$ cat src/rtl/usb_lpm_pkg.sv
package usb_lpm_pkg;
  typedef enum logic [4:0] {
    ST_IDLE,
    ST_E_IRQ, ST_E_LATCH, ST_E_COMP, ST_E_PLL, ST_E_CMD, ST_E_RET,
    ST_E_IF, ST_E_CORE, ST_E_PE, ST_E_SRC, ST_E_REG, ST_E_VDD, ST_E_FLAG,
    ST_X_SRC, ST_X_IF, ST_X_CORE, ST_X_PE, ST_X_REG, ST_X_VDD, ST_X_RET,
    ST_X_CMD, ST_X_FLAG, ST_X_IRQ
  } step_e;
endpackage

$ cat src/rtl/usb_lpm_bus.sv
module usb_lpm_bus #(
  parameter int AW = 8,
  parameter int DW = 8
) (
  input  logic          clk_i,
  input  logic          rst_ni,
  input  logic          cmd_valid_i,
  input  logic          cmd_we_i,
  input  logic [AW-1:0] cmd_addr_i,
  input  logic [DW-1:0] cmd_data_i,
  output logic          ack_o,
  output logic          req_o,
  output logic          we_o,
  output logic [AW-1:0] addr_o,
  output logic [DW-1:0] wdata_o,
  input  logic          done_i
);
  logic          req_q;
  logic          we_q;
  logic [AW-1:0] addr_q;
  logic [DW-1:0] data_q;

  always_ff @(posedge clk_i or negedge rst_ni) begin
    if (!rst_ni) begin
      req_q  <= 1'b0;
      we_q   <= 1'b0;
      addr_q <= '0;
      data_q <= '0;
    end else if (req_q) begin
      if (done_i) req_q <= 1'b0;
    end else if (cmd_valid_i) begin
      req_q  <= 1'b1;
      we_q   <= cmd_we_i;
      addr_q <= cmd_addr_i;
      data_q <= cmd_data_i;
    end
  end

  assign ack_o   = req_q & done_i;
  assign req_o   = req_q;
  assign we_o    = we_q;
  assign addr_o  = addr_q;
  assign wdata_o = data_q;
endmodule

$ cat src/rtl/usb_lpm_ctrl.sv
module usb_lpm_ctrl
  import usb_lpm_pkg::*;
#(
  parameter int          AW         = 8,
  parameter int          DW         = 8,
  parameter bit          HAS_PE_CLK = 1'b1,
  parameter logic [AW-1:0] LATCH_ADDR = 8'h14,
  parameter logic [AW-1:0] COMP_ADDR  = 8'h30,
  parameter logic [DW-1:0] COMP_VAL   = 8'h01,
  parameter logic [AW-1:0] PLL_ADDR   = 8'h09,
  parameter logic [DW-1:0] PLL_VAL    = 8'h08
) (
  input  logic          clk_i,
  input  logic          rst_ni,
  input  logic          suspend_req_i,
  input  logic          resume_req_i,
  input  logic          phy_variant_i,
  input  logic          ext_pwr_ctl_i,
  input  logic          ack_i,
  output logic          cmd_valid_o,
  output logic          cmd_we_o,
  output logic [AW-1:0] cmd_addr_o,
  output logic [DW-1:0] cmd_data_o,
  output logic          cmd_async_o,
  output logic          cmd_stop_o,
  output logic          retention_o,
  output logic          clk_src_en_o,
  output logic          clk_if_en_o,
  output logic          clk_core_en_o,
  output logic          clk_pe_en_o,
  output logic          reg_hpm_o,
  output logic          vdd_low_o,
  output logic          irq_en_o,
  output logic          in_lpm_o,
  output logic          busy_o,
  output logic          done_o
);
  step_e step_q;
  logic  applies, is_bus, advance, act, last;
  logic  var_a, ext_b;
  logic  async_q, stop_q, ret_q, src_q, if_q, core_q, pe_q;
  logic  hpm_q, vlow_q, irq_q, lpm_q, done_q;

  assign var_a = ~phy_variant_i;
  assign ext_b = phy_variant_i & ext_pwr_ctl_i;

  always_comb begin
    applies    = 1'b1;
    is_bus     = 1'b0;
    cmd_we_o   = 1'b0;
    cmd_addr_o = '0;
    cmd_data_o = '0;
    unique case (step_q)
      ST_E_LATCH: begin
        applies = var_a; is_bus = 1'b1; cmd_addr_o = LATCH_ADDR;
      end
      ST_E_COMP: begin
        applies = var_a & ~ext_pwr_ctl_i; is_bus = 1'b1;
        cmd_we_o = 1'b1; cmd_addr_o = COMP_ADDR; cmd_data_o = COMP_VAL;
      end
      ST_E_PLL: begin
        applies = var_a; is_bus = 1'b1;
        cmd_we_o = 1'b1; cmd_addr_o = PLL_ADDR; cmd_data_o = PLL_VAL;
      end
      ST_E_RET, ST_E_REG, ST_E_VDD, ST_X_REG, ST_X_VDD, ST_X_RET: applies = ext_b;
      ST_E_PE, ST_X_PE: applies = HAS_PE_CLK;
      default: ;
    endcase
  end

  assign cmd_valid_o = is_bus & applies;
  assign advance     = (step_q != ST_IDLE) & (~cmd_valid_o | ack_i);
  assign act         = advance & applies & ~is_bus;
  assign last        = (step_q == ST_E_FLAG) | (step_q == ST_X_IRQ);

  always_ff @(posedge clk_i or negedge rst_ni) begin
    if (!rst_ni) begin
      step_q  <= ST_IDLE;
      async_q <= 1'b0;
      stop_q  <= 1'b0;
      ret_q   <= 1'b0;
      src_q   <= 1'b1;
      if_q    <= 1'b1;
      core_q  <= 1'b1;
      pe_q    <= 1'b1;
      hpm_q   <= 1'b1;
      vlow_q  <= 1'b0;
      irq_q   <= 1'b1;
      lpm_q   <= 1'b0;
      done_q  <= 1'b0;
    end else begin
      done_q <= 1'b0;
      if (step_q == ST_IDLE) begin
        if (resume_req_i) begin
          if (lpm_q) step_q <= ST_X_SRC;
          else       done_q <= 1'b1;
        end else if (suspend_req_i && !lpm_q) begin
          step_q <= ST_E_IRQ;
        end
      end else if (advance) begin
        step_q <= last ? ST_IDLE : step_e'(step_q + 5'd1);
        if (last) done_q <= 1'b1;
      end
      if (act) begin
        unique case (step_q)
          ST_E_IRQ:  irq_q  <= 1'b0;
          ST_E_CMD:  begin async_q <= 1'b1; stop_q <= 1'b1; end
          ST_E_RET:  ret_q  <= 1'b1;
          ST_E_IF:   if_q   <= 1'b0;
          ST_E_CORE: core_q <= 1'b0;
          ST_E_PE:   pe_q   <= 1'b0;
          ST_E_SRC:  src_q  <= 1'b0;
          ST_E_REG:  hpm_q  <= 1'b0;
          ST_E_VDD:  vlow_q <= 1'b1;
          ST_E_FLAG: lpm_q  <= 1'b1;
          ST_X_SRC:  src_q  <= 1'b1;
          ST_X_IF:   if_q   <= 1'b1;
          ST_X_CORE: core_q <= 1'b1;
          ST_X_PE:   pe_q   <= 1'b1;
          ST_X_REG:  hpm_q  <= 1'b1;
          ST_X_VDD:  vlow_q <= 1'b0;
          ST_X_RET:  ret_q  <= 1'b0;
          ST_X_CMD:  begin async_q <= 1'b0; stop_q <= 1'b0; end
          ST_X_FLAG: lpm_q  <= 1'b0;
          ST_X_IRQ:  irq_q  <= 1'b1;
          default: ;
        endcase
      end
    end
  end

  assign cmd_async_o   = async_q;
  assign cmd_stop_o    = stop_q;
  assign retention_o   = ret_q;
  assign clk_src_en_o  = src_q;
  assign clk_if_en_o   = if_q;
  assign clk_core_en_o = core_q;
  assign clk_pe_en_o   = pe_q;
  assign reg_hpm_o     = hpm_q;
  assign vdd_low_o     = vlow_q;
  assign irq_en_o      = irq_q;
  assign in_lpm_o      = lpm_q;
  assign busy_o        = (step_q != ST_IDLE);
  assign done_o        = done_q;
endmodule

$ cat src/rtl/usb_lpm_seq.sv
module usb_lpm_seq #(
  parameter int AW         = 8,
  parameter int DW         = 8,
  parameter bit HAS_PE_CLK = 1'b1
) (
  input  logic          clk_i,
  input  logic          rst_ni,
  input  logic          suspend_req_i,
  input  logic          resume_req_i,
  input  logic          phy_variant_i,
  input  logic          ext_pwr_ctl_i,
  output logic          ulpi_req_o,
  output logic          ulpi_we_o,
  output logic [AW-1:0] ulpi_addr_o,
  output logic [DW-1:0] ulpi_wdata_o,
  input  logic          ulpi_done_i,
  output logic          cmd_async_o,
  output logic          cmd_stop_o,
  output logic          retention_o,
  output logic          clk_src_en_o,
  output logic          clk_if_en_o,
  output logic          clk_core_en_o,
  output logic          clk_pe_en_o,
  output logic          reg_hpm_o,
  output logic          vdd_low_o,
  output logic          irq_en_o,
  output logic          in_lpm_o,
  output logic          busy_o,
  output logic          done_o
);
  logic          cmd_valid, cmd_we, bus_ack;
  logic [AW-1:0] cmd_addr;
  logic [DW-1:0] cmd_data;

  usb_lpm_ctrl #(.AW(AW), .DW(DW), .HAS_PE_CLK(HAS_PE_CLK)) u_ctrl (
    .clk_i, .rst_ni, .suspend_req_i, .resume_req_i, .phy_variant_i, .ext_pwr_ctl_i,
    .ack_i(bus_ack), .cmd_valid_o(cmd_valid), .cmd_we_o(cmd_we),
    .cmd_addr_o(cmd_addr), .cmd_data_o(cmd_data),
    .cmd_async_o, .cmd_stop_o, .retention_o, .clk_src_en_o, .clk_if_en_o,
    .clk_core_en_o, .clk_pe_en_o, .reg_hpm_o, .vdd_low_o, .irq_en_o,
    .in_lpm_o, .busy_o, .done_o
  );

  usb_lpm_bus #(.AW(AW), .DW(DW)) u_bus (
    .clk_i, .rst_ni, .cmd_valid_i(cmd_valid), .cmd_we_i(cmd_we),
    .cmd_addr_i(cmd_addr), .cmd_data_i(cmd_data), .ack_o(bus_ack),
    .req_o(ulpi_req_o), .we_o(ulpi_we_o), .addr_o(ulpi_addr_o),
    .wdata_o(ulpi_wdata_o), .done_i(ulpi_done_i)
  );
endmodule

$ cat config.mk
export PLATFORM = sky130hd
export DESIGN_NAME = usb_lpm_seq
export DESIGN_NICKNAME = d
export VERILOG_FILES = /design/src/rtl/usb_lpm_pkg.sv /design/src/rtl/usb_lpm_bus.sv /design/src/rtl/usb_lpm_ctrl.sv /design/src/rtl/usb_lpm_seq.sv
export SDC_FILE = /design/constraint.sdc
export NUM_CORES = 1
export LEC_CHECK = 0
export BUFFER_PORTS_ARGS = -buffer_cell sky130_fd_sc_hd__buf_2
export CORE_ASPECT_RATIO = 1.4
export CORE_MARGIN = 1
export CORE_UTILIZATION = 47
export CTS_CLUSTER_DIAMETER = 120
export DETAILED_ROUTE_END_ITERATION = 10
export GPL_TIMING_DRIVEN = 0
export PLACE_DENSITY = 0.85
export REMOVE_ABC_BUFFERS = 1
export SETUP_SLACK_MARGIN = 0.5
export SYNTH_ARGS = -nofsm -noshare
export SYNTH_HDL_FRONTEND = slang
export SYNTH_SLANG_ARGS = --single-unit
$ cat constraint.sdc
create_clock -name clk_i -period 2 [get_ports clk_i]
set_input_delay 0.5 -clock clk_i [delete_from_list [all_inputs] [get_ports clk_i]]
set_output_delay 0.5 -clock clk_i [all_outputs]
set_load 0.05 [all_outputs]
==> impl_results.md <==
* Port Buf Inserts at 28
* First-pass GRT wire length at 6.375 mm
* Final Wtd Congestion at 0.8945
* Worst-margin pin slew at roughly 0.52 ns
* Worst min-delay path class: primary input to async pin
* Mapped Cells at 153
* Final setup fails at 1
* Antenna fix cells at 0
* Die Height at around 66 um
* Flop2flop setup slack at -0.002 ns
* Worst setup path class: register to register
* Worst skew pair latency at 0.26 ns
* Area contributors post-synth: dfrtp_1, dfstp_2, buf_4
* Final HPWL DP at between 2 and 2.5 mm
* Vias at between 1k and 1.5k
* Total Wirelength at 4.217 mm
* Core Region at 2849 um2
* Max Cap Viol at 0
* Failing checks: negative setup slack
* Die area at 3191 um2
* Syn. warnings at 0
* Layout Nets at 219
* Num rows at 23
* TritonCTS clock tree: done
* Crit path depth at 8
* Clock Pin Slew Worst Setup and Hold Paths at 0.08 ns
* Syn_area_per_cell at 9.110 um2
* Clock buffer depth at 2
* Largest net degree at the start of global routing at 24
* Crit path largest cell delay at between 0.5 and 0.6 ns
* Seq/Total Area, Yosys at 0.4183
* Ys flop type: dfrtp_1
* Initial antenna violation count at 0
* GRT Resource Usage Total at 0.2809
* Peak Freq at approximately 0.5 GHz
* CP required at 2.21 ns
* Root Buffer: clkbuf_8
* Buffers & Inverters on Critical Path at 2
* RSZ-0062 raised after global routing: yes
* Final Instance Count excl. Fillers at 243
* Yosys top cell by area: dfrtp_1
* Area delta synth->final at 45.06%
* Share of Yosys cell area claimed by the top area cell type at 0.3052
* Post-synthesis sequential element count at 23
* Crit path time final at between 2 and 2.5 ns
* Post-synthesis async set-or-reset flop share at 1.000
* DR WL/cell at between 15 and 20 um
* Final worst slack at -0.002404 ns
* Slowest CP cell: or4_4
* Slew Viols, Final at 0
* Number of synthesized flops with an enable pin at 0
* Share of layout cells above drive strength 1 at 0.5000
* H-tree depth at 1
* Cells on worst reg2reg path at 8
* Post-synth cell types at 41
* TritonCTS buffer count at 3
* Ports at 38
* Cell area after synthesis at about 1400 um2
* Drt pass-1 iters at 8
* Iter 0 DRT Violations at between 100 and 150
* CP delay by family, top: simple AND/OR/NAND/NOR gates
* Outcome: finished with violations
* Cell Chain, Critical Path: inv_4 -> ha_4 -> nand2b_4 -> o31a_1 -> or4_4 -> buf_6 -> nor3_4 -> a21o_1
* Initial core utilization at 0.4892
* Final period util at 1.001
* Vias in the first global route at 1369
* DRC viols at 0
* Critical path arrival at 2.21 ns
* Critical path fanouts, max at 4
* Setup crit end kind: register
* Gr ovfl total at 0
* Placed Cells at 207
* CTS Sinks at 23
* Die width at approximately 48 um
* CP Launch Type: register
* Worst-case clock skew at 0.003973 ns
* Final hold violations at 0
* Post-route ant nets at 0
* Rel. slew slack at 0.6524
* Vias per inst at 5.914
flip-flops by register name, indices dropped and copies added, names as in the netlist:
register and count:
u_bus.addr_o 4, u_bus.req_o 1, u_bus.wdata_o 1, u_bus.we_o 1
u_ctrl.clk_core_en_o 1, u_ctrl.clk_if_en_o 1, u_ctrl.clk_pe_en_o 1, u_ctrl.clk_src_en_o 1
u_ctrl.cmd_async_o 1, u_ctrl.done_o 1, u_ctrl.in_lpm_o 1, u_ctrl.irq_en_o 1
u_ctrl.reg_hpm_o 1, u_ctrl.retention_o 1, u_ctrl.step_q 5, u_ctrl.vdd_low_o 1
final cells by class:
class | count | area [um2]
tap | 37 | 46.29
timing repair buffer | 60 | 464.2
clock buffer | 4 | 45.04
fill | 185 | 827.0
multi-input combinational | 108 | 834.6
sequential | 23 | 588.1
inverter | 11 | 43.79
stage by stage:
step                setup TNS (ns)  hold slack, ns  worst slack (ns)    util  instance area, um2
detailed placement          -2.568          0.4707           -0.4675  0.5213                1485
global route              -0.05656          0.2389          -0.02361  0.7097                2022
finish                   -0.002404          0.2010         -0.002404  0.7097                2022
CTS                      -0.002733          0.2216         -0.002733  0.6719                1914
floorplan                  -0.3768          0.2044           -0.2497       -                1299
global placement            -2.435          0.4531           -0.4819  0.5213                1485
worst register-to-register path, delay by kind of cell (launching register included):
kind | cells | cell delay, ns
adders and majority gates | 1 | 0.16
AOI/OAI and AO/OA | 2 | 0.38
DFF | 1 | 0.44
and+or+nand+nor | 3 | 0.75
buffers and inverters | 2 | 0.22
cells by family (layout without fill, tap and decap cells):
kind of cell,after synthesis,after routing,synth area share
buffers and inverters,30,75,0.1194
flip-flops,23,23,0.4183
AO/OA/AOI/OAI,38,38,0.1795
multiplexers,5,5,0.03950
adder cells (fa/ha/maj),5,5,0.04488
AND/OR/NAND/NOR,48,48,0.1768
other,1,9,0.002690
XOR/XNOR,3,3,0.01885
path summary, 6_finish.rpt:
kind / end / start
max in group asynchronous: u_ctrl.step_q[2] / rst_ni
worst min-delay path: u_bus.req_o / rst_ni
worst max register to register: u_bus.wdata_o[0] / u_ctrl.step_q[0]
worst min register to register: u_bus.addr_o[4] / u_bus.addr_o[4]
min in group clk_i: u_bus.req_o / ulpi_done_i
worst max-delay path: u_bus.wdata_o[0] / u_ctrl.step_q[0]
layer usage:
layer / vias up / GRT usage / routed length, um
li1: 618 / - / -
met5: - / 0 / 0
met3: 27 / 0.06284 / 285
met2: 102 / 0.4392 / 2181
met4: 0 / 0.1667 / 178
met1: 690 / 0.3345 / 1572
synthesized netlist by cell type (2+ instances only):
library cell,count
a31oi_1,3
inv_1,11
and3b_1,2
o21ai_0,12
dfstp_2,6
nor3_1,5
nand2b_1,3
nand3_1,4
ha_1,5
a41oi_1,2
a21o_1,3
dfrtp_1,17
a31o_2,2
nor2_1,12
buf_4,12
nand2_1,14
a32o_1,2
o31ai_1,2
xnor2_1,3
mux2_2,4
clkbuf_1,4
nand4_1,2
a21oi_1,5
layout by cell type, fill, tap and decap left out, types with 4 or more instances in the layout:
master   instances
dfrtp_1         13
buf_6           13
nand3_1          4
dfrtp_2          4
a21oi_1          4
o21ai_1          4
nand2_1         12
conb_1           9
ha_4             4
buf_4           26
nor2_1          11
inv_1            9
dfstp_2          6
buf_2           19
o21ai_0          6
what timing repair did:
action                                 in CTS  in global routing
endpoints found under the hold margin       0                  0
gates resized for setup                    48                 19
setup endpoints to repair                  29                 30
setup buffers                              27                  5
hold buffers                                0                  0
pin swaps                                  11                  4
Power is left out: the tool's default activity adds up to more than one toggle a clock period on the data nets, which glitch-free logic cannot reach.
